### src/rtl/mgw_pkg.sv
package mgw_pkg;

    localparam int FRAME_BITS = 64;
    localparam logic [5:0] LAST_IDX = 6'd63;
    localparam logic [5:0] TA_IDX   = 6'd46;
    localparam logic [5:0] DATA_IDX = 6'd48;

    localparam logic [1:0] OPC_WRITE = 2'b01;
    localparam logic [1:0] OPC_READ  = 2'b10;

    // gateway word, MSB first
    typedef struct packed {
        logic        lock;
        logic        busy;
        logic        spare;
        logic        st;
        logic [1:0]  op;
        logic [4:0]  reg_a;
        logic [4:0]  phy;
        logic [15:0] ad;
    } gw_t;

    function automatic logic [FRAME_BITS-1:0] build_frame(input gw_t g);
        return {32'hFFFF_FFFF, 2'b01, g.op, g.phy, g.reg_a, 2'b10, g.ad};
    endfunction

endpackage

### src/rtl/mgw_slot_timer.sv
module mgw_slot_timer #(
    parameter int HALF_W = 8,
    parameter int OFF_W  = 4
) (
    input  logic              clk,
    input  logic              rst,
    input  logic              run,
    input  logic [HALF_W-1:0] half,
    input  logic [OFF_W-1:0]  in_off,
    input  logic [OFF_W-1:0]  out_off,
    output logic              mdc,
    output logic              launch,
    output logic              sample,
    output logic              slot_end
);
    localparam int CW = HALF_W + 1;

    logic [CW-1:0] t, t_nxt, half_x, top_t, in_x, out_x, in_eff, out_eff, in_pt, out_pt;

    always_comb begin
        half_x  = {1'b0, half};
        top_t   = {half, 1'b1};
        in_x    = CW'(in_off);
        out_x   = CW'(out_off);
        in_eff  = (in_x > half_x) ? half_x : in_x;
        out_eff = (out_x > half_x + CW'(1)) ? half_x + CW'(1) : out_x;
        in_pt   = half_x - in_eff;
        out_pt  = half_x + out_eff;
        t_nxt   = (t == top_t) ? '0 : t + CW'(1);
    end

    assign launch   = run && (t == out_pt);
    assign sample   = run && (t == in_pt);
    assign slot_end = run && (t == top_t);

    always_ff @(posedge clk) begin
        if (rst || !run) begin
            t   <= '0;
            mdc <= 1'b0;
        end else begin
            t   <= t_nxt;
            mdc <= (t_nxt > half_x);
        end
    end

    // no clock activity while idle
    a_r4_mdc_idle_low: assert property (@(posedge clk) disable iff (rst)
        (!run && !$past(run)) |-> !mdc);

endmodule

### src/rtl/mgw_frame_engine.sv
module mgw_frame_engine
    import mgw_pkg::*;
(
    input  logic                  clk,
    input  logic                  rst,
    input  logic                  start,
    input  logic [FRAME_BITS-1:0] frame_in,
    input  logic                  is_read,
    input  logic                  run,
    input  logic                  stop,
    input  logic                  launch,
    input  logic                  sample,
    input  logic                  slot_end,
    input  logic                  mdio_i,
    output logic                  mdio_o,
    output logic                  mdio_oe,
    output logic                  done,
    output logic [15:0]           rdata
);
    logic [FRAME_BITS-1:0] sh;
    logic [5:0]            idx;
    logic                  rd_q;

    assign done = run && slot_end && (idx == LAST_IDX);

    always_ff @(posedge clk) begin
        if (rst) begin
            sh      <= '0;
            idx     <= '0;
            rd_q    <= 1'b0;
            mdio_o  <= 1'b0;
            mdio_oe <= 1'b0;
            rdata   <= '0;
        end else if (start) begin
            sh      <= frame_in;
            mdio_o  <= frame_in[FRAME_BITS-1];
            mdio_oe <= 1'b1;
            idx     <= '0;
            rd_q    <= is_read;
        end else if (stop || done) begin
            mdio_o  <= 1'b0;
            mdio_oe <= 1'b0;
        end else if (run) begin
            if (launch && idx != LAST_IDX) begin
                sh     <= sh << 1;
                mdio_o <= sh[FRAME_BITS-2];
                if (rd_q && (idx + 6'd1 >= TA_IDX))
                    mdio_oe <= 1'b0;
            end
            if (sample && rd_q && idx >= DATA_IDX)
                rdata <= {rdata[14:0], mdio_i};
            if (slot_end)
                idx <= idx + 6'd1;
        end
    end

    // bus released by the master during the read data phase
    a_r3_oe_released_on_read: assert property (@(posedge clk) disable iff (rst)
        (run && rd_q && idx > TA_IDX) |-> !mdio_oe);

    // pad never driven while idle
    a_r6_oe_idle: assert property (@(posedge clk) disable iff (rst)
        (!run && !$past(run)) |-> !mdio_oe);

endmodule

### src/rtl/mgmt_mdio_gw.sv
module mgmt_mdio_gw
    import mgw_pkg::*;
#(
    parameter int MDC_PERIOD_NS = 400,
    parameter int CORE_MHZ      = 100,
    parameter int HALF_W        = 8,
    parameter int OFF_W         = 4,
    parameter int IN_SAMP_DEF   = 6,
    parameter int OUT_SAMP_DEF  = 13
) (
    input  logic        clk,
    input  logic        rst,
    input  logic        reg_wr,
    input  logic        reg_sel,
    input  logic [31:0] reg_wdata,
    output logic [31:0] gw_rdata,
    output logic [31:0] cfg_rdata,
    output logic        mdc,
    output logic        mdio_out,
    output logic        mdio_oe,
    input  logic        mdio_in
);
    localparam int HALF_DEF = ((MDC_PERIOD_NS * CORE_MHZ / 1000) / 2) - 1;
    localparam int MODE_LSB = 0;
    localparam int V33_BIT  = 2;
    localparam int DRV_BIT  = 3;
    localparam int HALF_LSB = 4;
    localparam int IN_LSB   = HALF_LSB + HALF_W;
    localparam int OUT_LSB  = IN_LSB + OFF_W;
    localparam int CFG_BITS = OUT_LSB + OFF_W;
    localparam logic [31:0] CFG_MASK = (32'd1 << CFG_BITS) - 32'd1;
    localparam logic [31:0] CFG_RST  = (32'd1 << MODE_LSB) | (32'd1 << V33_BIT) |
                                       (32'd1 << DRV_BIT) |
                                       (32'(HALF_DEF) << HALF_LSB) |
                                       (32'(IN_SAMP_DEF) << IN_LSB) |
                                       (32'(OUT_SAMP_DEF) << OUT_LSB);

    gw_t         gw_q;
    logic [31:0] cfg_q;
    logic        wr_gw, wr_cfg, zero_wr, accept, abort, frame_done;
    logic        launch, sample, slot_end;
    logic [15:0] rdata;

    assign wr_gw   = reg_wr && (reg_sel == 1'b0);
    assign wr_cfg  = reg_wr && (reg_sel == 1'b1);
    assign zero_wr = wr_gw && (reg_wdata == 32'd0);
    assign accept  = wr_gw && !gw_q.busy && reg_wdata[30];
    assign abort   = zero_wr && gw_q.busy;

    always_ff @(posedge clk) begin
        if (rst) begin
            gw_q  <= '0;
            cfg_q <= CFG_RST;
        end else begin
            if (zero_wr)
                gw_q <= '0;
            else if (wr_gw && !gw_q.busy)
                gw_q <= gw_t'(reg_wdata);
            else if (frame_done) begin
                gw_q.busy <= 1'b0;
                if (gw_q.op == OPC_READ)
                    gw_q.ad <= rdata;
            end
            if (wr_cfg && !gw_q.busy)
                cfg_q <= reg_wdata & CFG_MASK;
        end
    end

    assign gw_rdata  = gw_q;
    assign cfg_rdata = cfg_q;

    mgw_slot_timer #(.HALF_W(HALF_W), .OFF_W(OFF_W)) u_timer (
        .clk      (clk),
        .rst      (rst),
        .run      (gw_q.busy),
        .half     (cfg_q[HALF_LSB +: HALF_W]),
        .in_off   (cfg_q[IN_LSB +: OFF_W]),
        .out_off  (cfg_q[OUT_LSB +: OFF_W]),
        .mdc      (mdc),
        .launch   (launch),
        .sample   (sample),
        .slot_end (slot_end)
    );

    mgw_frame_engine u_engine (
        .clk      (clk),
        .rst      (rst),
        .start    (accept),
        .frame_in (build_frame(gw_t'(reg_wdata))),
        .is_read  (reg_wdata[27:26] == OPC_READ),
        .run      (gw_q.busy),
        .stop     (abort),
        .launch   (launch),
        .sample   (sample),
        .slot_end (slot_end),
        .mdio_i   (mdio_in),
        .mdio_o   (mdio_out),
        .mdio_oe  (mdio_oe),
        .done     (frame_done),
        .rdata    (rdata)
    );

    // busy only drops at frame end or on an abort
    a_r4_busy_fall_cause: assert property (@(posedge clk) disable iff (rst)
        $fell(gw_q.busy) |-> $past(frame_done || abort));

    // command fields frozen while a frame runs
    a_r7_gw_frozen: assert property (@(posedge clk) disable iff (rst)
        ($past(gw_q.busy) && gw_q.busy) |->
        $stable({gw_q.lock, gw_q.op, gw_q.phy, gw_q.reg_a, gw_q.ad}));

    // configuration frozen while a frame runs
    a_r7_cfg_frozen: assert property (@(posedge clk) disable iff (rst)
        $past(gw_q.busy) |-> $stable(cfg_q));

    // lock moves only on a software write
    a_r5_lock_sw_only: assert property (@(posedge clk) disable iff (rst)
        !$past(wr_gw) |-> $stable(gw_q.lock));

endmodule

### config.mk
export PLATFORM = sky130hd
export DESIGN_NAME = mgmt_mdio_gw
export DESIGN_NICKNAME = d
export VERILOG_FILES = /design/src/rtl/mgw_pkg.sv /design/src/rtl/mgw_slot_timer.sv /design/src/rtl/mgw_frame_engine.sv /design/src/rtl/mgmt_mdio_gw.sv
export SDC_FILE = /design/constraint.sdc
export NUM_CORES = 1
export LEC_CHECK = 0
export BUFFER_PORTS_ARGS = -buffer_cell sky130_fd_sc_hd__buf_2
export CAP_MARGIN = 20
export CORE_MARGIN = 5
export CORE_UTILIZATION = 53
export DETAILED_ROUTE_END_ITERATION = 8
export PLACE_DENSITY = 0.77
export SLEW_MARGIN = 20
export SYNTH_ARGS = -nofsm -noshare
export SYNTH_HDL_FRONTEND = slang
export SYNTH_HIERARCHICAL = 1
export SYNTH_SLANG_ARGS = --single-unit
### constraint.sdc
create_clock -name clk -period 4.4 [get_ports clk]
set_input_delay 1.32 -clock clk [delete_from_list [all_inputs] [get_ports clk]]
set_output_delay 1.32 -clock clk [all_outputs]
set_load 0.01 [all_outputs]
# Word-level counts from Yosys, hierarchy flattened
# Index checks and enable logic that the tools add are counted.
[totals]
reg_bits = 150
out_inout_bits = 67
wordCells = 96
[op_classes]
n_reduce_logical = 36
magnitude_cmp = 5
bitwise_logic = 3
n_mux = 21
addsub = 5
n_eq_ne = 8
[op_table]
columns = ["cell", "n"]
rows = [
  ["$mux W63", 4],
  ["$mux W16", 3],
  ["$logic_not A32 Y1", 1],
  ["$eq A9 B9 Y1", 3],
  ["$mux W9", 2],
  ["$logic_and A1 B1 Y1", 16],
  ["$ge A6 B6 Y1 const B", 2],
  ["$reduce_and A3 Y1", 4],
  ["$mux W1", 11],
  ["$add A8 B1 Y9 const B", 1],
  ["$add A8 B9 Y9", 1],
  ["$add A9 B1 Y9 const B", 1],
  ["$gt A4 B9 Y1", 1],
  ["$gt A9 B8 Y1", 1],
  ["$reduce_bool A3 Y1", 3],
  ["$sub A8 B9 Y9", 1],
  ["$gt A4 B8 Y1", 1],
  ["$mux W8", 1],
  ["$reduce_bool A2 Y1", 4],
  ["$add A6 B1 Y6 const B", 1],
  ["$eq A6 B6 Y1 const B", 1],
  ["$ne A6 B6 Y1 const B", 1],
  ["$eq A2 B2 Y1 const B", 2],
  ["$reduce_and A2 Y1", 2],
  ["other kinds (6)", 10],
]

# Depth between registers and ports, before layout
# Gate-level depths: netlist of run 1.
[logic_depth]
word_depth = 11
depth_mapped = 20
ltp_nobuf = 18

# Hierarchy
# The synthesis of run 1 kept the hierarchy.
[modules_own_cells]
columns = ["module", "cells_per_inst", "area_per_inst_um2", "seq_area_each_um2", "n_inst"]
rows = [
  ["mgw_frame_engine", 483, 4426.7, 1761.7, 1],
  ["mgmt_mdio_gw", 280, 2175.8, 1041.0, 1],
  ["mgw_slot_timer", 226, 1834.3, 200.2, 1],
]

# Worst setup path before layout of run 1
# Ideal clock, no wire load.
[synth_timing]
path_type = "flip-flop to flip-flop"
start = "register cfg_q[5], in the netlist cfg_rdata[5]"
end = "register u_engine.rdata[10]"
synth_period_minus_slack_ns = 4.767
path_stages_with_launch = 20
n_path_buf = 1
slack_ns = -0.367
setup_time_ns = 0.072
arrival_ns = 4.696
t_required_ns = 4.328
cell_sequence = "dfxtp_1 > inv_1 > ha_1 > nor2b_1 > o21a_1 > o21a_1 > o2111ai_1 > mux2i_1 > ha_1 > inv_1 > fa_1 > a21o_1 > a2111oi_4 > xnor2_1 > o31ai_2 > o211a_1 > nand3_1 > a2111oi_4 > buf_6 > mux2i_1"
[synth_via]
elab_chain_len = 8
elab_cells_between_ends = 14
[synth_lines]
columns = ["element", "line", "source"]
rows = [
  ["start: declaration", "mgmt_mdio_gw.sv:39", "logic [31:0] cfg_q;"],
  ["start signal: assignment", "mgmt_mdio_gw.sv:65", "cfg_q <= reg_wdata & CFG_MASK;"],
  ["$gt A4 B8 Y1", "mgw_slot_timer.sv:25", "in_eff = (in_x > half_x) ? half_x : in_x;"],
  ["$mux W8", "mgw_slot_timer.sv:25", ""],
  ["$sub A8 B9 Y9 (*)", "mgw_slot_timer.sv:27", "in_pt = half_x - in_eff;"],
  ["$eq A9 B9 Y1 (*)", "mgw_slot_timer.sv:33", "assign sample = run && (t == in_pt);"],
  ["$logic_and A1 B1 Y1 (*)", "mgw_slot_timer.sv:33", ""],
  ["named net sample", "mgmt_mdio_gw.sv:41", "logic launch, sample, slot_end;"],
  ["$logic_and A1 B1 Y1 (*) (2 in series)", "mgw_frame_engine.sv:50", "if (sample && rd_q && idx >= DATA_IDX)"],
  ["$reduce_and A4 Y1 (no line) (*)", "n/a", ""],
  ["end signal: assignment", "mgw_frame_engine.sv:51", "rdata <= {rdata[14:0], mdio_i};"],
  ["end: declaration", "mgw_frame_engine.sv:18", "output logic [15:0] rdata"],
]
# The timed path passes the listed nets; every way through them passes the cells marked *.
# A chain may end at the register's enable or synchronous reset.

# Final worst setup path of run 1
[layout_timing]
start = "register cfg_q[5], in the netlist cfg_rdata[5]"
end = "register u_engine.rdata[6]"
# Same word-level chain as after synthesis.

==> impl_metrics.csv, run 1 <==
group,metric,value,unit
floorplanning,die_w,136,um
logic_synthesis,yosysTopAreaCellShare,0.356,
logic_synthesis,syn_area,0.00844,mm^2
clocking,clock-root-buffer,"clkbuf_16",
pwr,total_power,3.63,mW
logic_synthesis,yosysMostFrequentCell,"dfxtp_1",
placed_design,io_buffer_count,91,
critical_path,crit_top_cell,"mux2i_1",
layout,drive_gt1_frac,0.232,
clocking,numCtsBuffers,17,
critical_path,crit_required,4.75,ns
run,drv_cap,0,
clocking,insertion_delay,0.43,ns
grt,grt_pass1_wl,35000,um
min_path,worstHoldPathType,"flop to flop",
critical_path,cp.arrival,4.75,ns
critical_path,worstPathCellList,"inv_4, ha_4, nor2b_4, o21a_1, o21a_1, o2111ai_4, mux2i_1, ha_2, inv_2, fa_2, a21o_1, a2111oi_4, mux2i_1, nor3b_2, o211a_1, nand3_2, a2111oi_4, buf_4, clkbuf_16, mux2i_1",
route,routed_via_density,5.63,
timing,rsz0062_at_grt,"true",
placed_design,dpl_cell_area,0.00922,mm^2
timing,slew_viol_final,0,
logic_synthesis,syn_avg_cell_area,8.53,um^2
logic_synthesis,yosys_warnings,6,
floorplanning,start_util,0.535,
floorplanning,die_h,136,um
critical_path,cp_slowest_cell,"a2111oi_4",
logic_synthesis,synth_common_cells,"150 x dfxtp_1, 111 x nor2_1, 103 x nand2_1, 68 x nor2b_1, 66 x nor3_1",
status,status,"completed",
route,ant_nets,0,
timing,setup_ws,0.000385,ns
timing,fmax,227,MHz
logic_synthesis,synthArstFlopShare,0,
floorplanning,coreArea,0.0158,mm^2
layout,fin_cells,1327,
layout,post-route-util,0.642,
route,dr_total_vias,7470,
route,drt_iter0_drc,566,
timing,finalHoldViolCount,0,
grt,overflow,0,
logic_synthesis,synthFlopType,"dfxtp_1",
critical_path,start_kind,"flop",
placed_design,dp_hpwl,15200,um
clocking,htreeDepth,4,
critical_path,cp-end-kind,"flop",
timing,finalClockSkew,0.00770,ns
logic_synthesis,ys_ff_latch,150,
timing,whs,0.448,ns
clocking,ctsHoldBuffers,0,
critical_path,crit_path_max_fanout,7,
route,drt_first_pass_iters,6,
route,drc,0,
clocking,cts_tree,"built",
floorplanning,pin_count,104,
logic_synthesis,yosysTopAreaCell,"dfxtp_1",
timing,setup_violations,0,
placed_design,dp.cells,1288,
timing,final.period_utilization,1.00,
grt,antenna_found_initial,1,
critical_path,path_class,"flop to flop",
grt,grt_max_degree,158,
grt,track_usage,0.237,
timing,period_minus_slack,4.40,ns
clocking,clkTransAtPathRegs,0.06,ns
placed_design,pre_cts_ws,-0.121,ns
logic_synthesis,synth_edf_count,0,
clocking,clkSinkCount,150,
critical_path,max_stage_delay,0.41,ns
pwr,leakagePower,4.04,nW
timing,max_slew.worst_pin.slew,0.805,ns
route,wl_per_cell,16.6,um
layout,syn2layout_area_growth,20.1,%
placed_design,place_congestion,0.908,
floorplanning,num_rows,46,
logic_synthesis,ys_top_cells_by_area,"dfxtp_1 36%, a2111oi_2 6.8%, nor2b_1 5.0%",
pwr,ir_drop,0.283,mV
floorplanning,die_area,0.0185,mm^2
layout,fin_nets,1164,
logic_synthesis,syn_inst,989,
logic_synthesis,ys_types,62,
grt,grt_pass1_vias,7000,
clocking,clock_path_buffers,2,
timing,slew_headroom,0.462,
route,drt-total-wl,22000,um
layout,final_area,0.0101,mm^2
pwr,powerDensity,358,mW/mm^2
timing,setup_tns,0,ns
logic_synthesis,seq_area_frac_synth,0.356,
-- metal layers --
layer / global-route usage / up-vias / wire length [um]
met1: 0.293 / 3517 / 8970
met3: 0.0537 / 56 / 1330
met4: 0.104 / 0 / 776
li1: - / 3642 / -
met2: 0.398 / 255 / 10900
met5: 0 / - / 0
-- final cells by class --
cell class / instances / area, um^2
diodes: 1 / 2.50
clock buffers: 21 / 482
clock inverters: 11 / 193
fillers: 1334 / 5640
inverters: 27 / 104
multi-input cells: 768 / 5220
flip-flops and latches: 150 / 3010
well taps: 216 / 270
repair buffers: 133 / 853
-- logic make-up after synthesis --
logic type | after synthesis | share of synthesized area
compound gates | 177 | 0.192
buf+inv | 117 | 0.0718
fa+ha+maj | 30 | 0.0463
other cells | 2 | 0.000890
simple gates | 444 | 0.257
mux | 27 | 0.0322
flops | 150 | 0.356
xor+xnor | 42 | 0.0445
-- sequential cells by signal, indices dropped and copies added (netlist names) --
register / count
u_engine/sh: 63
gw_rdata: 32
cfg_rdata: 20
u_engine/rdata: 16
u_timer/t: 9
u_engine/idx: 6
u_engine/mdio_o: 1
u_engine/mdio_oe: 1
u_engine/rd_q: 1
u_timer/mdc: 1
-- cells in the final DEF, fill, tap and decap left out, types with 9 or more instances in the layout --
master     Yosys  final
a2111oi_1      0      9
a2111oi_2     38     50
a211oi_1      22     21
a21oi_1       53     52
buf_2         11     90
buf_4         18     37
clkbuf_16      0     19
conb_1         2     48
dfxtp_1      150    147
ha_1          28     26
inv_1         26     24
mux2i_1       26     26
nand2_1      103    103
nand2b_1      20     20
nand3_1       31     30
nor2_1       111    111
nor2b_1       68     67
nor3_1        66     60
nor4_1        11     11
xnor2_1       29     28
xor2_1        12     12
-- worst max-delay path: cells and delay by family (launching register included) --
family | cells | cell delay (ns)
AND/OR/NAND/NOR | 3 | 0.45
multiplexers | 3 | 0.57
adder cells (fa/ha/maj) | 3 | 0.77
flip-flops | 1 | 0.38
buffers and inverters | 4 | 0.42
AO/OA/AOI/OAI | 7 | 1.75
-- power breakdown --
part / switching, mW / leakage, nW / total [mW] / internal (mW)
clock network: 0.587 / 0.325 / 1.66 / 1.07
logic: 0.293 / 2.49 / 0.506 / 0.214
registers: 0.0453 / 1.22 / 1.46 / 1.42
-- worst paths after layout --
check	start	end	slack, ns	cells past startpoint
worst max register to register	cfg_rdata[5]	u_engine/rdata[6]	0.0004	20
worst min register to register	gw_rdata[25]	gw_rdata[25]	0.45	2
worst max-delay path	cfg_rdata[5]	u_engine/rdata[6]	0.0004	20
worst min-delay path	gw_rdata[25]	gw_rdata[25]	0.45	2
-- repair_timing --
action	CTS	global route
buffers inserted	4	2
endpoints found under the setup margin	74	77
gates resized for setup	0	52
pin swaps	7	11
cloned	1	0
Power figures use the tool's default switching activity.
==> run 2, diff against run 1 <==
--- a/config.mk
+++ b/config.mk
@@ -10,6 +10,7 @@
 export CORE_MARGIN = 5
 export CORE_UTILIZATION = 53
 export DETAILED_ROUTE_END_ITERATION = 8
+export GPL_TIMING_DRIVEN = 0
 export PLACE_DENSITY = 0.77
 export SLEW_MARGIN = 20
 export SYNTH_ARGS = -nofsm -noshare
==> impl_metrics.csv, run 2 (same netlist as run 1, synthesis figures left out) <==
group,metric,value,unit
floorplanning,die_w,136,um
layout,post-route-util,0.665,
critical_path,cp-end-kind,"flop",
clocking,clock-root-buffer,"clkbuf_16",
clocking,insertion_delay,0.43,ns
timing,finalHoldViolCount,0,
critical_path,path_class,"flop to flop",
route,wl_per_cell,17.4,um
critical_path,ff2ff_setup_slack,-0.0009,ns
critical_path,start_kind,"flop",
floorplanning,coreArea,0.0158,mm^2
min_path,worstHoldPathType,"flop to flop",
timing,slew_viol_final,0,
pwr,power.switching,0.921,mW
pwr,ir_drop,0.293,mV
layout,fillers,1317,
route,drt-total-wl,24200,um
placed_design,pre_cts_ws,-0.562,ns
timing,period_minus_slack,4.40,ns
clocking,cts_tree,"built",
pwr,clock_power_share,0.428,
route,ant_nets,0,
critical_path,cp.arrival,4.75,ns
layout,final_cell_mix,"145 x dfxtp_1, 111 x nor2_1, 102 x nand2_1",
route,drc,0,
pwr,leakagePower,4.23,nW
status,status,"finished with violations",
critical_path,cp_slowest_cell,"dfxtp_4",
clocking,clock_path_buffers,2,
layout,syn2layout_area_growth,24.3,%
critical_path,reg2reg_from,"cfg_rdata[5]",
critical_path,crit_required,4.75,ns
min_path,hp-start,"gw_rdata[28]",
route,dr_total_vias,7844,
timing,rsz0062_at_grt,"true",
critical_path,critical_path.startpoint,"cfg_rdata[5]",
layout,mostFrequentLayoutCell,"dfxtp_1",
timing,finalClockSkew,0.00904,ns
clocking,htreeDepth,4,
timing,fmax,227,MHz
floorplanning,die_area,0.0185,mm^2
grt,grt_pass1_wl,37500,um
placed_design,dp_hpwl,17200,um
pwr,internal_power,2.57,mW
grt,grt_pass1_vias,7334,
clocking,clkSinkCount,150,
layout,largest_reg_flops,63,
layout,drive_gt1_frac,0.257,
timing,max_slew.worst_pin.slew,0.777,ns
critical_path,max_stage_delay,0.41,ns
grt,grt_max_degree,17,
timing,slew_headroom,0.482,
clocking,clkTransAtPathRegs,0.06,ns
status,violations,"setup timing",
pwr,sw_frac_of_total,0.264,
grt,track_usage,0.256,
critical_path,crit_path_max_fanout,7,
clocking,ctsHoldBuffers,0,
timing,setup_tns,-0.000941,ns
pwr,sequentialPowerShare,0.421,
floorplanning,start_util,0.535,
critical_path,crit_top_cell,"o21a_1",
timing,final.period_utilization,1.00,
route,drt_iter0_drc,603,
route,routed_via_density,5.63,
placed_design,place_congestion,0.913,
timing,setup_violations,1,
critical_path,worstPathCellList,"inv_4, ha_4, nor2b_1, o21a_1, o21a_1, o2111ai_4, buf_4, mux2i_1, ha_1, nor2b_1, o21a_1, or3_1, a211oi_1, o211a_1, nand3_2, a2111oi_4, buf_4, buf_6, mux2i_1",
grt,overflow,0,
placed_design,io_buffer_count,91,
floorplanning,pin_count,104,
timing,setup_ws,-0.000941,ns
run,drv_cap,0,
route,drt_first_pass_iters,8,
pwr,p_comb_frac,0.151,
floorplanning,num_rows,46,
grt,antenna_found_initial,0,
floorplanning,die_h,136,um
pwr,powerDensity,333,mW/mm^2
clocking,numCtsBuffers,17,
layout,fin_nets,1232,
layout,top_register,"u_engine/sh",
==> run 2: cell types whose count changed in the layout (fill, tap and decap cells not counted), moves of 5 or more <==
cell and delta:
nor3_1 -31, buf_6 +15, nor3_2 +25, buf_12 -5
clkbuf_1 +44, a2111oi_2 -9, a2111oi_0 +9, nor3_4 +6
buf_2 +8
==> run 2: final timing paths <==
path                                           end  cells after the start
worst max-delay path            u_engine/rdata[12]                     19
worst min-delay path                  gw_rdata[28]                      2
worst max register to register  u_engine/rdata[12]                     19
worst min register to register        gw_rdata[28]                      2
==> run 2: routing by layer <==
| metal | up-vias | track usage | share of wire |
|---|---|---|---|
| met5 | - | 0 | 0 |
| li1 | 3771 | - | - |
| met3 | 62 | 0.0555 | 0.062 |
| met1 | 3735 | 0.315 | 0.40 |
| met2 | 276 | 0.430 | 0.50 |
| met4 | 0 | 0.114 | 0.033 |
==> run 2: worst max-delay path, delay by kind of cell (launching register included) <==
kind                     cells  cell delay, ns
adder cells (fa/ha/maj)      2            0.50
AO/OA/AOI/OAI                7            1.56
AND/OR/NAND/NOR              4            0.74
buffers and inverters        4            0.57
multiplexers                 2            0.53
flip-flops                   1            0.41
==> run 2: power groups by stage <==
stage          clock [mW]  sequential, mW  combinational (mW)
6_report             1.49            1.47               0.527
3_5_place_dp            0            1.50               0.479
3_3_place_gp            0            1.50               0.468
4_1_cts              1.51            1.47               0.499
2_1_floorplan           0            1.50               0.328
5_1_grt              1.57            1.48               0.573
==> run 2: cell type report <==
type	instances	area, um^2	share of cell area
inverter	27	104	0.00990
clock inverter	10	128	0.0122
tap	216	270	0.0258
buffer	89	522	0.0497
clock buffer	21	470	0.0448
antenna	1	2.50	0.000239
sequential	150	3020	0.288
multi-input combinational	768	5350	0.510
timing repair buffer	112	624	0.0595
==> run 2: per-stage QoR <==
step / cells / instance area, um^2 / power, mW / hold WS, ns
6_report: 1394 / 10500 / 3.49 / 0.455
4_1_cts: 1385 / 10100 / 3.47 / 0.455
3_3_place_gp: 1342 / 9390 / 1.96 / 0.440
5_1_grt: 1393 / 10500 / 3.62 / 0.470
2_1_floorplan: 1035 / 8660 / 1.83 / 0.453
3_5_place_dp: 1342 / 9390 / 1.98 / 0.447
==> run 2: timing repair <==
action | in CTS | in global routing
pin swaps | 8 | 6
buffers inserted | 12 | 8
resized for setup | 22 | 76
gates cloned | 1 | 0
endpoints found under the setup margin | 81 | 79
